===== config.mk =====
export PLATFORM = sky130hd
export DESIGN_NAME = gart_xlate
export DESIGN_NICKNAME = d
export VERILOG_FILES = /design/src/rtl/gart_pkg.sv /design/src/rtl/gart_regs.sv /design/src/rtl/gart_tlb.sv /design/src/rtl/gart_walk.sv /design/src/rtl/gart_xlate.sv
export SDC_FILE = /design/constraint.sdc
export NUM_CORES = 1
export LEC_CHECK = 0
export ABC_CLOCK_PERIOD_IN_PS = 3400
export BUFFER_PORTS_ARGS = -buffer_cell sky130_fd_sc_hd__buf_2
export CAP_MARGIN = 0
export CORE_MARGIN = 2
export CORE_UTILIZATION = 30
export CTS_BUF_LIST = sky130_fd_sc_hd__clkbuf_4 sky130_fd_sc_hd__clkbuf_8
export DETAILED_ROUTE_END_ITERATION = 16
export PLACE_DENSITY_LB_ADDON = 0.05
export SLEW_MARGIN = 20
export SYNTH_ARGS = -nofsm -noshare
export SYNTH_HDL_FRONTEND = slang
export SYNTH_SLANG_ARGS = --single-unit

===== constraint.sdc =====
create_clock -name clk -period 3.4 [get_ports clk]
set_input_delay 0.68 -clock clk [delete_from_list [all_inputs] [get_ports clk]]
set_output_delay 0.68 -clock clk [all_outputs]
set_load 0.05 [all_outputs]

===== src/rtl/gart_pkg.sv =====
package gart_pkg;
  localparam int ADDR_W  = 32;
  localparam int PG_BITS = 12;
  localparam int IDX_W   = 10;
  localparam int PN_W    = ADDR_W - PG_BITS;

  localparam logic [7:0] OFF_CTL  = 8'h02;
  localparam logic [7:0] OFF_DIRB = 8'h04;
  localparam logic [7:0] OFF_DFL  = 8'h0C;
  localparam logic [7:0] OFF_PFL  = 8'h14;

  typedef enum logic [2:0] {
    W_IDLE, W_DREQ, W_DWAIT, W_TREQ, W_TWAIT, W_RESP
  } walk_st_e;
endpackage


===== src/rtl/gart_regs.sv =====
module gart_regs
  import gart_pkg::*;
#(
  parameter int FLUSH_CYC = 4
) (
  input  logic              clk,
  input  logic              rst_n,
  input  logic              wr,
  input  logic [7:0]        addr,
  input  logic [ADDR_W-1:0] wdata,
  input  logic              walk_busy,
  output logic [ADDR_W-1:0] rdata,
  output logic [ADDR_W-1:0] dir_base,
  output logic              flush_busy,
  output logic              flush_clr
);
  localparam int CW = $clog2(FLUSH_CYC + 1);

  logic [7:0]        ctl_q, ctl_d;
  logic [ADDR_W-1:0] dirb_q, dirb_d;
  logic [1:0]        busy_q, busy_d, start;
  logic [CW-1:0]     cnt_q [2];
  logic [CW-1:0]     cnt_d [2];

  // index 0: post flush, index 1: directory flush (ordered after post)
  assign start[0] = wr && addr == OFF_PFL && wdata[0] && !busy_q[0];
  assign start[1] = wr && addr == OFF_DFL && wdata[0] && !busy_q[0] && !busy_q[1];

  generate
    for (genvar g = 0; g < 2; g++) begin : g_flush
      always_comb begin
        busy_d[g] = busy_q[g];
        cnt_d[g]  = cnt_q[g];
        if (start[g]) begin
          busy_d[g] = 1'b1;
          cnt_d[g]  = '0;
        end else if (busy_q[g]) begin
          if (cnt_q[g] < CW'(FLUSH_CYC)) cnt_d[g] = cnt_q[g] + 1'b1;
          if (cnt_q[g] >= CW'(FLUSH_CYC - 1) && !walk_busy) busy_d[g] = 1'b0;
        end
      end

      always_ff @(posedge clk or negedge rst_n) begin
        if (!rst_n) begin
          busy_q[g] <= 1'b0;
          cnt_q[g]  <= '0;
        end else begin
          busy_q[g] <= busy_d[g];
          cnt_q[g]  <= cnt_d[g];
        end
      end
    end
  endgenerate

  always_comb begin
    ctl_d  = ctl_q;
    dirb_d = dirb_q;
    if (wr && addr == OFF_CTL)  ctl_d  = wdata[7:0];
    if (wr && addr == OFF_DIRB) dirb_d = wdata;
  end

  always_ff @(posedge clk or negedge rst_n) begin
    if (!rst_n) begin
      ctl_q  <= '0;
      dirb_q <= '0;
    end else begin
      ctl_q  <= ctl_d;
      dirb_q <= dirb_d;
    end
  end

  always_comb begin
    case (addr)
      OFF_CTL:  rdata = {24'h0, ctl_q};
      OFF_DIRB: rdata = dirb_q;
      OFF_DFL:  rdata = {31'h0, busy_q[1]};
      OFF_PFL:  rdata = {31'h0, busy_q[0]};
      default:  rdata = '0;
    endcase
  end

  assign dir_base   = dirb_q;
  assign flush_busy = |busy_q;
  assign flush_clr  = |start;


  post_busy_walk_chk: assert property (@(posedge clk) disable iff (!rst_n)
    busy_q[0] && walk_busy |=> busy_q[0]);

  dir_after_post_chk: assert property (@(posedge clk) disable iff (!rst_n)
    $rose(busy_q[1]) |-> !$past(busy_q[0]));
endmodule


===== src/rtl/gart_tlb.sv =====
module gart_tlb
  import gart_pkg::*;
#(
  parameter int ENTRIES = 4
) (
  input  logic            clk,
  input  logic            rst_n,
  input  logic            clr,
  input  logic [PN_W-1:0] lk_tag,
  input  logic            fill,
  input  logic [PN_W-1:0] fill_tag,
  input  logic [PN_W-1:0] fill_ppn,
  output logic            hit,
  output logic [PN_W-1:0] hit_ppn
);
  localparam int VW = (ENTRIES > 1) ? $clog2(ENTRIES) : 1;

  logic [ENTRIES-1:0] vld_q, vld_d, hit_vec;
  logic [VW-1:0]      vic_q, vic_d;
  logic [PN_W-1:0]    tag_q [ENTRIES];
  logic [PN_W-1:0]    ppn_q [ENTRIES];

  generate
    for (genvar g = 0; g < ENTRIES; g++) begin : g_ent
      assign hit_vec[g] = vld_q[g] && (tag_q[g] == lk_tag);
      always_ff @(posedge clk) begin
        if (fill && vic_q == VW'(g)) begin
          tag_q[g] <= fill_tag;
          ppn_q[g] <= fill_ppn;
        end
      end
    end
  endgenerate

  always_comb begin
    hit_ppn = '0;
    for (int i = 0; i < ENTRIES; i++)
      if (hit_vec[i]) hit_ppn = hit_ppn | ppn_q[i];
  end
  assign hit = |hit_vec;

  always_comb begin
    vld_d = vld_q;
    vic_d = vic_q;
    if (clr) begin
      vld_d = '0;
    end else if (fill) begin
      vld_d[vic_q] = 1'b1;
      vic_d = (vic_q == VW'(ENTRIES - 1)) ? '0 : vic_q + 1'b1;
    end
  end

  always_ff @(posedge clk or negedge rst_n) begin
    if (!rst_n) begin
      vld_q <= '0;
      vic_q <= '0;
    end else begin
      vld_q <= vld_d;
      vic_q <= vic_d;
    end
  end


  single_hit_chk: assert property (@(posedge clk) disable iff (!rst_n)
    $onehot0(hit_vec));

  no_fill_on_clr_chk: assert property (@(posedge clk) disable iff (!rst_n)
    clr |-> !fill);
endmodule


===== src/rtl/gart_walk.sv =====
module gart_walk
  import gart_pkg::*;
(
  input  logic              clk,
  input  logic              rst_n,
  input  logic [ADDR_W-1:0] aper_base,
  input  logic [4:0]        aper_log2,
  input  logic [ADDR_W-1:0] dir_base,
  input  logic              flush_busy,
  input  logic              flush_clr,
  input  logic              req_valid,
  output logic              req_ready,
  input  logic [ADDR_W-1:0] req_addr,
  output logic              rsp_valid,
  input  logic              rsp_ready,
  output logic [ADDR_W-1:0] rsp_addr,
  output logic              rsp_err,
  output logic              mem_rd,
  output logic [ADDR_W-1:0] mem_addr,
  input  logic              mem_rvalid,
  input  logic [ADDR_W-1:0] mem_rdata,
  input  logic              tlb_hit,
  input  logic [PN_W-1:0]   tlb_ppn,
  output logic              tlb_fill,
  output logic [PN_W-1:0]   tlb_fill_tag,
  output logic              walk_busy
);
  walk_st_e          st_q, st_d;
  logic [ADDR_W-1:0] va_q, va_d, res_q, res_d;
  logic [PN_W-1:0]   tp_q, tp_d;
  logic              err_q, err_d, stale_q, stale_d;
  logic              accept, in_aper;
  logic [IDX_W-1:0]  dir_idx;

  assign in_aper   = ((req_addr ^ aper_base) >> aper_log2) == '0;
  assign req_ready = (st_q == W_IDLE) && !flush_busy;
  assign accept    = req_valid && req_ready;
  assign dir_idx   = va_q[31:22] - aper_base[31:22];
  assign mem_rd    = (st_q == W_DREQ) || (st_q == W_TREQ);
  assign mem_addr  = (st_q == W_TREQ) ? {tp_q, va_q[21:12], 2'b00}
                                      : {dir_base[31:12], 12'h0} + {20'h0, dir_idx, 2'b00};
  assign rsp_valid = (st_q == W_RESP);
  assign rsp_addr  = res_q;
  assign rsp_err   = err_q;
  assign walk_busy = (st_q != W_IDLE) && (st_q != W_RESP);
  assign tlb_fill_tag = va_q[31:12];
  assign tlb_fill  = (st_q == W_TWAIT) && mem_rvalid && mem_rdata[0] && !stale_q && !flush_clr;

  always_comb begin
    st_d = st_q; va_d = va_q; res_d = res_q; tp_d = tp_q; err_d = err_q;
    stale_d = stale_q || flush_clr;
    case (st_q)
      W_IDLE: if (accept) begin
        va_d = req_addr; stale_d = 1'b0; err_d = 1'b0;
        if (!in_aper) begin
          res_d = req_addr; st_d = W_RESP;
        end else if (tlb_hit) begin
          res_d = {tlb_ppn, req_addr[11:0]}; st_d = W_RESP;
        end else begin
          st_d = W_DREQ;
        end
      end
      W_DREQ: st_d = W_DWAIT;
      W_DWAIT: if (mem_rvalid) begin
        if (!mem_rdata[0]) begin
          err_d = 1'b1; res_d = '0; st_d = W_RESP;
        end else begin
          tp_d = mem_rdata[31:12]; st_d = W_TREQ;
        end
      end
      W_TREQ: st_d = W_TWAIT;
      W_TWAIT: if (mem_rvalid) begin
        st_d = W_RESP;
        if (!mem_rdata[0]) begin
          err_d = 1'b1; res_d = '0;
        end else begin
          res_d = {mem_rdata[31:12], va_q[11:0]};
        end
      end
      W_RESP: if (rsp_ready) st_d = W_IDLE;
      default: st_d = W_IDLE;
    endcase
  end

  always_ff @(posedge clk or negedge rst_n) begin
    if (!rst_n) begin
      st_q <= W_IDLE; va_q <= '0; res_q <= '0; tp_q <= '0;
      err_q <= 1'b0; stale_q <= 1'b0;
    end else begin
      st_q <= st_d; va_q <= va_d; res_q <= res_d; tp_q <= tp_d;
      err_q <= err_d; stale_q <= stale_d;
    end
  end


  rsp_hold_chk: assert property (@(posedge clk) disable iff (!rst_n)
    rsp_valid && !rsp_ready |=> rsp_valid && $stable(rsp_addr) && $stable(rsp_err));

  flush_blocks_req_chk: assert property (@(posedge clk) disable iff (!rst_n)
    flush_busy |-> !req_ready);

  single_read_chk: assert property (@(posedge clk) disable iff (!rst_n)
    mem_rd |=> !mem_rd);

  err_zero_addr_chk: assert property (@(posedge clk) disable iff (!rst_n)
    rsp_valid && rsp_err |-> rsp_addr == '0);
endmodule


===== src/rtl/gart_xlate.sv =====
module gart_xlate
  import gart_pkg::*;
#(
  parameter int TLB_ENTRIES = 4,
  parameter int FLUSH_CYC   = 4
) (
  input  logic        clk,
  input  logic        rst_n,
  input  logic [31:0] aper_base,
  input  logic [4:0]  aper_log2,
  input  logic        reg_wr,
  input  logic [7:0]  reg_addr,
  input  logic [31:0] reg_wdata,
  output logic [31:0] reg_rdata,
  input  logic        req_valid,
  output logic        req_ready,
  input  logic [31:0] req_addr,
  output logic        rsp_valid,
  input  logic        rsp_ready,
  output logic [31:0] rsp_addr,
  output logic        rsp_err,
  output logic        mem_rd,
  output logic [31:0] mem_addr,
  input  logic        mem_rvalid,
  input  logic [31:0] mem_rdata
);
  logic [ADDR_W-1:0] dir_base;
  logic              flush_busy, flush_clr, walk_busy;
  logic              tlb_hit, tlb_fill;
  logic [PN_W-1:0]   tlb_ppn, tlb_fill_tag;

  gart_regs #(.FLUSH_CYC(FLUSH_CYC)) u_regs (
    .clk(clk), .rst_n(rst_n), .wr(reg_wr), .addr(reg_addr), .wdata(reg_wdata),
    .walk_busy(walk_busy), .rdata(reg_rdata), .dir_base(dir_base),
    .flush_busy(flush_busy), .flush_clr(flush_clr)
  );

  gart_tlb #(.ENTRIES(TLB_ENTRIES)) u_tlb (
    .clk(clk), .rst_n(rst_n), .clr(flush_clr), .lk_tag(req_addr[31:12]),
    .fill(tlb_fill), .fill_tag(tlb_fill_tag), .fill_ppn(mem_rdata[31:12]),
    .hit(tlb_hit), .hit_ppn(tlb_ppn)
  );

  gart_walk u_walk (
    .clk(clk), .rst_n(rst_n), .aper_base(aper_base), .aper_log2(aper_log2),
    .dir_base(dir_base), .flush_busy(flush_busy), .flush_clr(flush_clr),
    .req_valid(req_valid), .req_ready(req_ready), .req_addr(req_addr),
    .rsp_valid(rsp_valid), .rsp_ready(rsp_ready), .rsp_addr(rsp_addr),
    .rsp_err(rsp_err), .mem_rd(mem_rd), .mem_addr(mem_addr),
    .mem_rvalid(mem_rvalid), .mem_rdata(mem_rdata), .tlb_hit(tlb_hit),
    .tlb_ppn(tlb_ppn), .tlb_fill(tlb_fill), .tlb_fill_tag(tlb_fill_tag),
    .walk_busy(walk_busy)
  );
endmodule


# Yosys cells after proc, flatten, opt, wreduce, memory -nomap -nowiden
# Memories as Yosys holds them, arrays and structs flattened.
# Cells that the tools add are included.
dict set report totals {
  register_bits 143
  ramBits 160
  input_bits 147
  elab_cells 194
  memories 2
}
# name words width rd rd_ports_with_merged_regs wr line_no
set mem_list {}
lappend mem_list {u_tlb.ppn_q 4 20 4 0 1 gart_tlb.sv:21} ;# logic [PN_W-1:0] ppn_q [ENTRIES];
lappend mem_list {u_tlb.tag_q 4 20 4 0 1 gart_tlb.sv:20} ;# logic [PN_W-1:0] tag_q [ENTRIES];
dict set report op_classes {
  addsub 5
  n_lt_le_gt_ge 6
  n_eq_ne 25
  n_shift 1
  mux 71
  bitwise_logic 6
  n_reduce_logical 64
}
# operator count
set op_table {}
lappend op_table {{2-to-1 mux 32 bit} 8}
lappend op_table {{2-to-1 mux 20 bit} 10}
lappend op_table {{case mux 32 bit (4 select lines)} 1}
lappend op_table {{OR reduction 20 bit} 6}
lappend op_table {{case mux 32 bit (3 select lines)} 1}
lappend op_table {{equality test 20 bit} 4}
lappend op_table {{OR 20 bit} 3}
lappend op_table {{2-to-1 mux 3 bit} 13}
lappend op_table {{adder 32 x 12 -> 32 bit} 1}
lappend op_table {{zero test 32 bit} 1}
lappend op_table {{>> shifter 32 x 5 -> 32 bit} 1}
lappend op_table {{XOR 32 bit} 1}
lappend op_table {{logical AND 1 bit} 27}
lappend op_table {{2-to-1 mux 1 bit} 26}
lappend op_table {{case mux 3 bit (6 select lines)} 1}
lappend op_table {{2-to-1 mux 2 bit} 7}
lappend op_table {{nonzero test 2 bit} 6}
lappend op_table {{subtractor 10 bit} 1}
lappend op_table {{equality test 8 x 2 -> 1 bit, second input constant} 1}
lappend op_table {{equality test 8 x 3 -> 1 bit, second input constant} 1}
lappend op_table {{equality test 8 x 4 -> 1 bit, second input constant} 1}
lappend op_table {{equality test 8 x 5 -> 1 bit, second input constant} 1}
lappend op_table {{2-to-1 mux 4 bit} 2}
lappend op_table {{!= test 2 bit, second input constant} 4}
lappend op_table {{other kinds (28)} 50}

# Depth between registers and ports, before layout
dict set report logic_depth {
  ltp_word 15
  depth_mapped 13
  depth_no_buf 13
}

# Cells and area by module
# A second synthesis with hierarchy kept.
dict set report hier_totals {
  hier_cells 1242
  hier_area_um2 15508.6
}
# module n_inst cells_each area_each_um2
set by_module_without_submodules {}
lappend by_module_without_submodules {gart_tlb 1 436 6941.7}
lappend by_module_without_submodules {gart_walk 1 629 6152.2}
lappend by_module_without_submodules {gart_regs 1 177 2414.8}

# Worst setup path before layout
# OpenSTA, ideal clock, no wires.
dict set report synth_timing {
  path_type {register to register}
  from {register u_walk.st_q[2]}
  to {register u_walk.res_q[0], in the netlist u_walk.rsp_addr[0]}
  setup_time_ns 0.127
  arrival_time_ns 4.024
  required_time_ns 3.273
  setup_slack_ns -0.751
  stages_incl_launch_ff 11
  path_buffers 2
  path_cell_list {dfrtp_1 clkbuf_1 inv_1 nand2_1 nor4_1 nand2_1 o21ai_0 nand2_1 a221oi_4 buf_6 mux2_1}
}
dict set report synth_via {
  elab_chain_cells 5
}
# element line_no
set synth_rtl {}
lappend synth_rtl {{start: declaration} gart_walk.sv:28} ;# walk_st_e st_q, st_d;
lappend synth_rtl {{start signal: assignment} gart_walk.sv:90} ;# st_q <= st_d; va_q <= va_d; res_q <= res_d; tp_q <= tp_d;
lappend synth_rtl {{zero test 3 bit} gart_walk.sv:36} ;# assign req_ready = (st_q == W_IDLE) && !flush_busy;
lappend synth_rtl {{logical AND 1 bit} gart_walk.sv:36}
lappend synth_rtl {{net req_ready} gart_xlate.sv:16} ;# output logic req_ready,
lappend synth_rtl {{logical AND 1 bit} gart_walk.sv:37} ;# assign accept = req_valid && req_ready;
lappend synth_rtl {{!= test 2 x 1 -> 1 bit (no source line)} n/a}
lappend synth_rtl {{AND reduction 6 bit (no source line)} n/a}
lappend synth_rtl {{end signal: assignment} gart_walk.sv:90}
lappend synth_rtl {{end: declaration} gart_walk.sv:29} ;# logic [ADDR_W-1:0] va_q, va_d, res_q, res_d;
# The timed path passes the listed nets, and every way through them passes these cells.
# A chain may end at the register's enable or synchronous reset.

# Final worst setup path
dict set report layout_timing {
  from {register u_walk.va_q[22]}
  to {output mem_addr[10]}
}
dict set report layout_via {
  elab_chain_cells 3
}
# element line_no
set layout_rtl {}
lappend layout_rtl {{start: declaration} gart_walk.sv:29}
lappend layout_rtl {{start signal: assignment} gart_walk.sv:90}
lappend layout_rtl {{subtractor 10 bit} gart_walk.sv:38} ;# assign dir_idx = va_q[31:22] - aper_base[31:22];
lappend layout_rtl {{adder 32 x 12 -> 32 bit} gart_walk.sv:41} ;# : {dir_base[31:12], 12'h0} + {20'h0, dir_idx, 2'b00};
lappend layout_rtl {{2-to-1 mux 32 bit} gart_walk.sv:40} ;# assign mem_addr = (st_q == W_TREQ) ? {tp_q, va_q[21:12], 2'b00}
lappend layout_rtl {{end: declaration} gart_xlate.sv:23} ;# output logic [31:0] mem_addr,
# No other way between the ends.

==> results.md <==
- Ys async rst share: 47.2%
- Pleak: 8.05 nW
- Max-cap violation count: 0
- Sequential cell area: 8380 sq um
- IO Count: 247
- Drt via density: 4.84
- Setup Viol. Count Final: 3
- Sequential share of power: 38.1%
- Layout Skew: 0.0211 ns
- TritonCTS clock tree: done
- Logic pwr share: 35.8%
- Insertion delay to the later sink of the worst-skew pair: 0.64 ns
- Net switching power of the design: 5.24 mW
- Inserted Clock Buffers: 56
- Final WL: 46700 um
- Post-DP HPWL: 33100 um
- DRC: 0
- GP Congestion: 0.790
- RSZ-0062 raised after global routing: yes
- Failing checks: negative setup slack
- Htree depth: 2
- Gate Count Post-Synth: 1162
- Cell area after synthesis: 14700 sq um
- CP max-delay cell: dfrtp_1
- Max IR drop VDD: 0.422 mV
- Height of the die: 225 um
- Buf/Inv on CP: 3
- CP Launch Type: flip-flop
- Chip width: 225 um
- Crit path time final: 3.72 ns
- Clk pwr share: 26.1%
- Family with the most delay on the worst path: adder cells
- Die area: 50800 sq um
- Initial Util: 30.3%
- Pwr/cell area: 744 nW/um^2
- Grt total ovfl: 0
- Layout Nets: 1663
- Crit path kind: flip-flop to output port
- Layout Utilization: 38.7%
- Slowest Stage Delay on Critical Path: 0.38 ns
- Synth unique cells: 65
- Main flop type after synthesis: edfxtp_1
- Worst-path clk slew: 0.06 ns
- Hold-fix buffers, CTS: 0
- # Post-CTS Setup Buffers: 0
- PnR worst setup slack: -0.325 ns
- Synth Register Bits: 303
- Crit-path cells: inv_2 -> ha_4 -> buf_6 -> fa_2 -> nor2b_1 -> o21ai_1 -> nand2b_1 -> and2_4 -> o21ai_2 -> nand2b_1 -> a21o_1 -> a21oi_2 -> xnor2_1 -> mux2_4 -> buf_12
- Synth warnings: 0
- Clock Tree Buf Depth: 3
- Actual slew at the worst max-slew pin: 0.704 ns
- IO buf count: 233
- Clock sink count: 303
- Syn-to-layout area delta: 27.9%
- Final worst path period share: 110%
- Fillers: 4760
- Clk root buf: clkbuf_8
- Post-synthesis sequential area ratio: 57.0%
- Number of synthesized flops with an enable pin: 160
- Crit end category: output port
- DRT Pass-1 Iters: 5
- Vias in the first global route: 10800
- Syn_area_per_cell: 12.7 sq um
- Vias: 10500
- Antenna Nets Post-Route: 0
- Fmax: 268 MHz
- Internal power: 8.76 mW
- Std-Cell Rows: 81
- Antenna violations before repair: 9
- Initial DRC count: 543
- Headroom to the max-slew limit: 53.1%
- Critical path fanouts, max: 2
- Worst Path Arrival: 3.04 ns
- Cell repeated most along the worst path: nand2b_1
- Fin. max-slew vios: 0
- Area of the core: 48600 sq um
- Status: complete, but fails checks
- Total GRT Usage: 18.5%
- Worst slack at placement: -0.719 ns
- Hold slack: 0.0611 ns
- Share of cells above drive strength 1: 40.3%
- HP Class: input pin to async pin
- First-pass GRT wire length: 69600 um
- Fin. Hold Viols: 0
- Routed len/inst: 21.6 um
- Pin count of the biggest net entering global routing: 63
- Multi-input gate area: 6120 sq um
- WP data required: 2.72 ns
- Sw frac: 37.4%
[cell usage after synthesis, drive strengths merged, types with 4 or more instances]
cell type	n	share of area [%]
a211oi	4	0.20
a21o	8	0.41
a21oi	45	1.5
a22o	20	1.2
a22oi	62	3.2
and2	38	1.6
and3	4	0.20
buf	23	1.0
clkbuf	55	1.4
dfrtp	143	24
edfxtp	160	33
ha	17	1.4
inv	29	0.74
mux2	146	11
mux2i	9	0.61
mux4	5	0.77
nand2	50	1.3
nand2b	8	0.34
nand3	40	1.4
nand4	8	0.34
nor2	36	0.92
nor2b	8	0.34
nor3	15	0.51
nor4	20	0.85
o211ai	20	1.0
o21ai	22	0.75
o31ai	4	0.24
or3	5	0.21
xnor2	30	1.8
xor2	89	5.3
[cell families after synthesis]
logic type,count (synthesis),synth area share (%)
DFF,303,57.0
adders and majority gates,18,1.58
other,1,0.0255
and+or+nand+nor,240,8.41
buffers and inverters,108,3.18
AOI/OAI and AO/OA,213,10.2
xor gates and xnor gates,119,7.08
muxes,160,12.5
[timing repair]
action,in CTS,in global routing
resized for setup,24,11
setup endpoints to repair,32,58
pin swaps,5,0
[power by group through the flow]
stage	clock [mW]	combinational [mW]	sequential, mW
finish	3.66	5.01	5.33
global route	3.94	5.39	5.44
CTS	3.79	5.03	5.36
detailed placement	0	4.90	5.42
global placement	0	4.87	5.41
floorplan	0	2.68	5.85
[final timing paths]
check / endpoint / cells after the start / start / slack, ns
max in group asynchronous: u_walk.va_q[5] / 2 / rst_n / 2.61
worst min register to register: u_walk.rsp_addr[6] / 1 / u_walk.rsp_addr[6] / 0.48
min in group clk: u_walk.stale_q / 2 / req_valid / 0.26
worst max register to register: u_walk.rsp_addr[8] / 10 / u_tlb.tag_q[2][17] / 0.65
worst min-delay path: u_regs.dir_base[15] / 1 / rst_n / 0.06
worst max-delay path: mem_addr[10] / 15 / u_walk.va_q[22] / -0.32
[metal layers]
| metal | vias to the layer above | global-route usage (%) | wire (um) |
|---|---|---|---|
| li1 | 4971 | - | - |
| met4 | 14 | 4.66 | 830 |
| met5 | - | 0 | 87 |
| met2 | 249 | 29.4 | 21500 |
| met3 | 67 | 4.02 | 2280 |
| met1 | 5187 | 25.6 | 22000 |
[flip-flops by register name (all words and copies together) (netlist names), 2 cells and up]
signal,cells
u_tlb.ppn_q,80
u_tlb.tag_q,80
u_regs.dir_base,32
u_walk.rsp_addr,32
u_walk.va_q,32
u_walk.tp_q,20
u_regs.ctl_q,8
u_regs.cnt_q,6
u_tlb.vld_q,4
u_walk.st_q,3
u_regs.busy_q,2
u_tlb.vic_q,2
[area by class of cell]
cell class / instances / area share [%]
multi-input cells: 752 / 32.5
flip-flops and latches: 303 / 44.5
diodes: 2 / 0.0266
inverters: 30 / 0.605
clock buffers: 85 / 5.48
well taps: 622 / 4.13
clock inverters: 20 / 0.758
repair buffers: 355 / 12.0
[layout by cell type (no fill, tap or decap), types with 7 or more instances in the layout]
| cell | synthesis | routed |
|---|---|---|
| nor4_1 | 20 | 19 |
| buf_2 | 11 | 226 |
| xnor2_1 | 30 | 26 |
| clkinv_1 | 1 | 11 |
| inv_1 | 28 | 27 |
| nand4_1 | 8 | 8 |
| mux2_1 | 30 | 18 |
| edfxtp_1 | 160 | 160 |
| and2_1 | 38 | 31 |
| ha_1 | 17 | 16 |
| nor2_1 | 36 | 36 |
| nor3_1 | 15 | 14 |
| o211ai_1 | 20 | 20 |
| a21o_1 | 8 | 8 |
| mux2i_1 | 9 | 9 |
| xor2_1 | 89 | 87 |
| nand2_1 | 50 | 49 |
| nand2b_1 | 8 | 7 |
| nand3_1 | 40 | 40 |
| dfrtp_1 | 143 | 143 |
| buf_4 | 7 | 112 |
| a21oi_2 | 0 | 7 |
| a21oi_1 | 45 | 38 |
| mux2_2 | 116 | 115 |
| a22o_1 | 20 | 20 |
| a22oi_1 | 62 | 62 |
| clkbuf_4 | 0 | 24 |
| mux2_4 | 0 | 13 |
| buf_12 | 0 | 11 |
| o21ai_0 | 22 | 15 |
| clkbuf_8 | 0 | 63 |
[stage by stage]
step                      instances  cell area (sq um)  total power [mW]  TNS, ns
after CTS                      2167              18800              14.2   -0.996
after global routing           2168              18800              14.8    -1.50
final                          2169              18800              14.0   -0.652
after detailed placement       2062              17500              10.3   -23.59
after floorplan                1163              14900              8.52        0
after global placement         2062              17500              10.3   -21.44
Power figures use the tool's default switching activity.
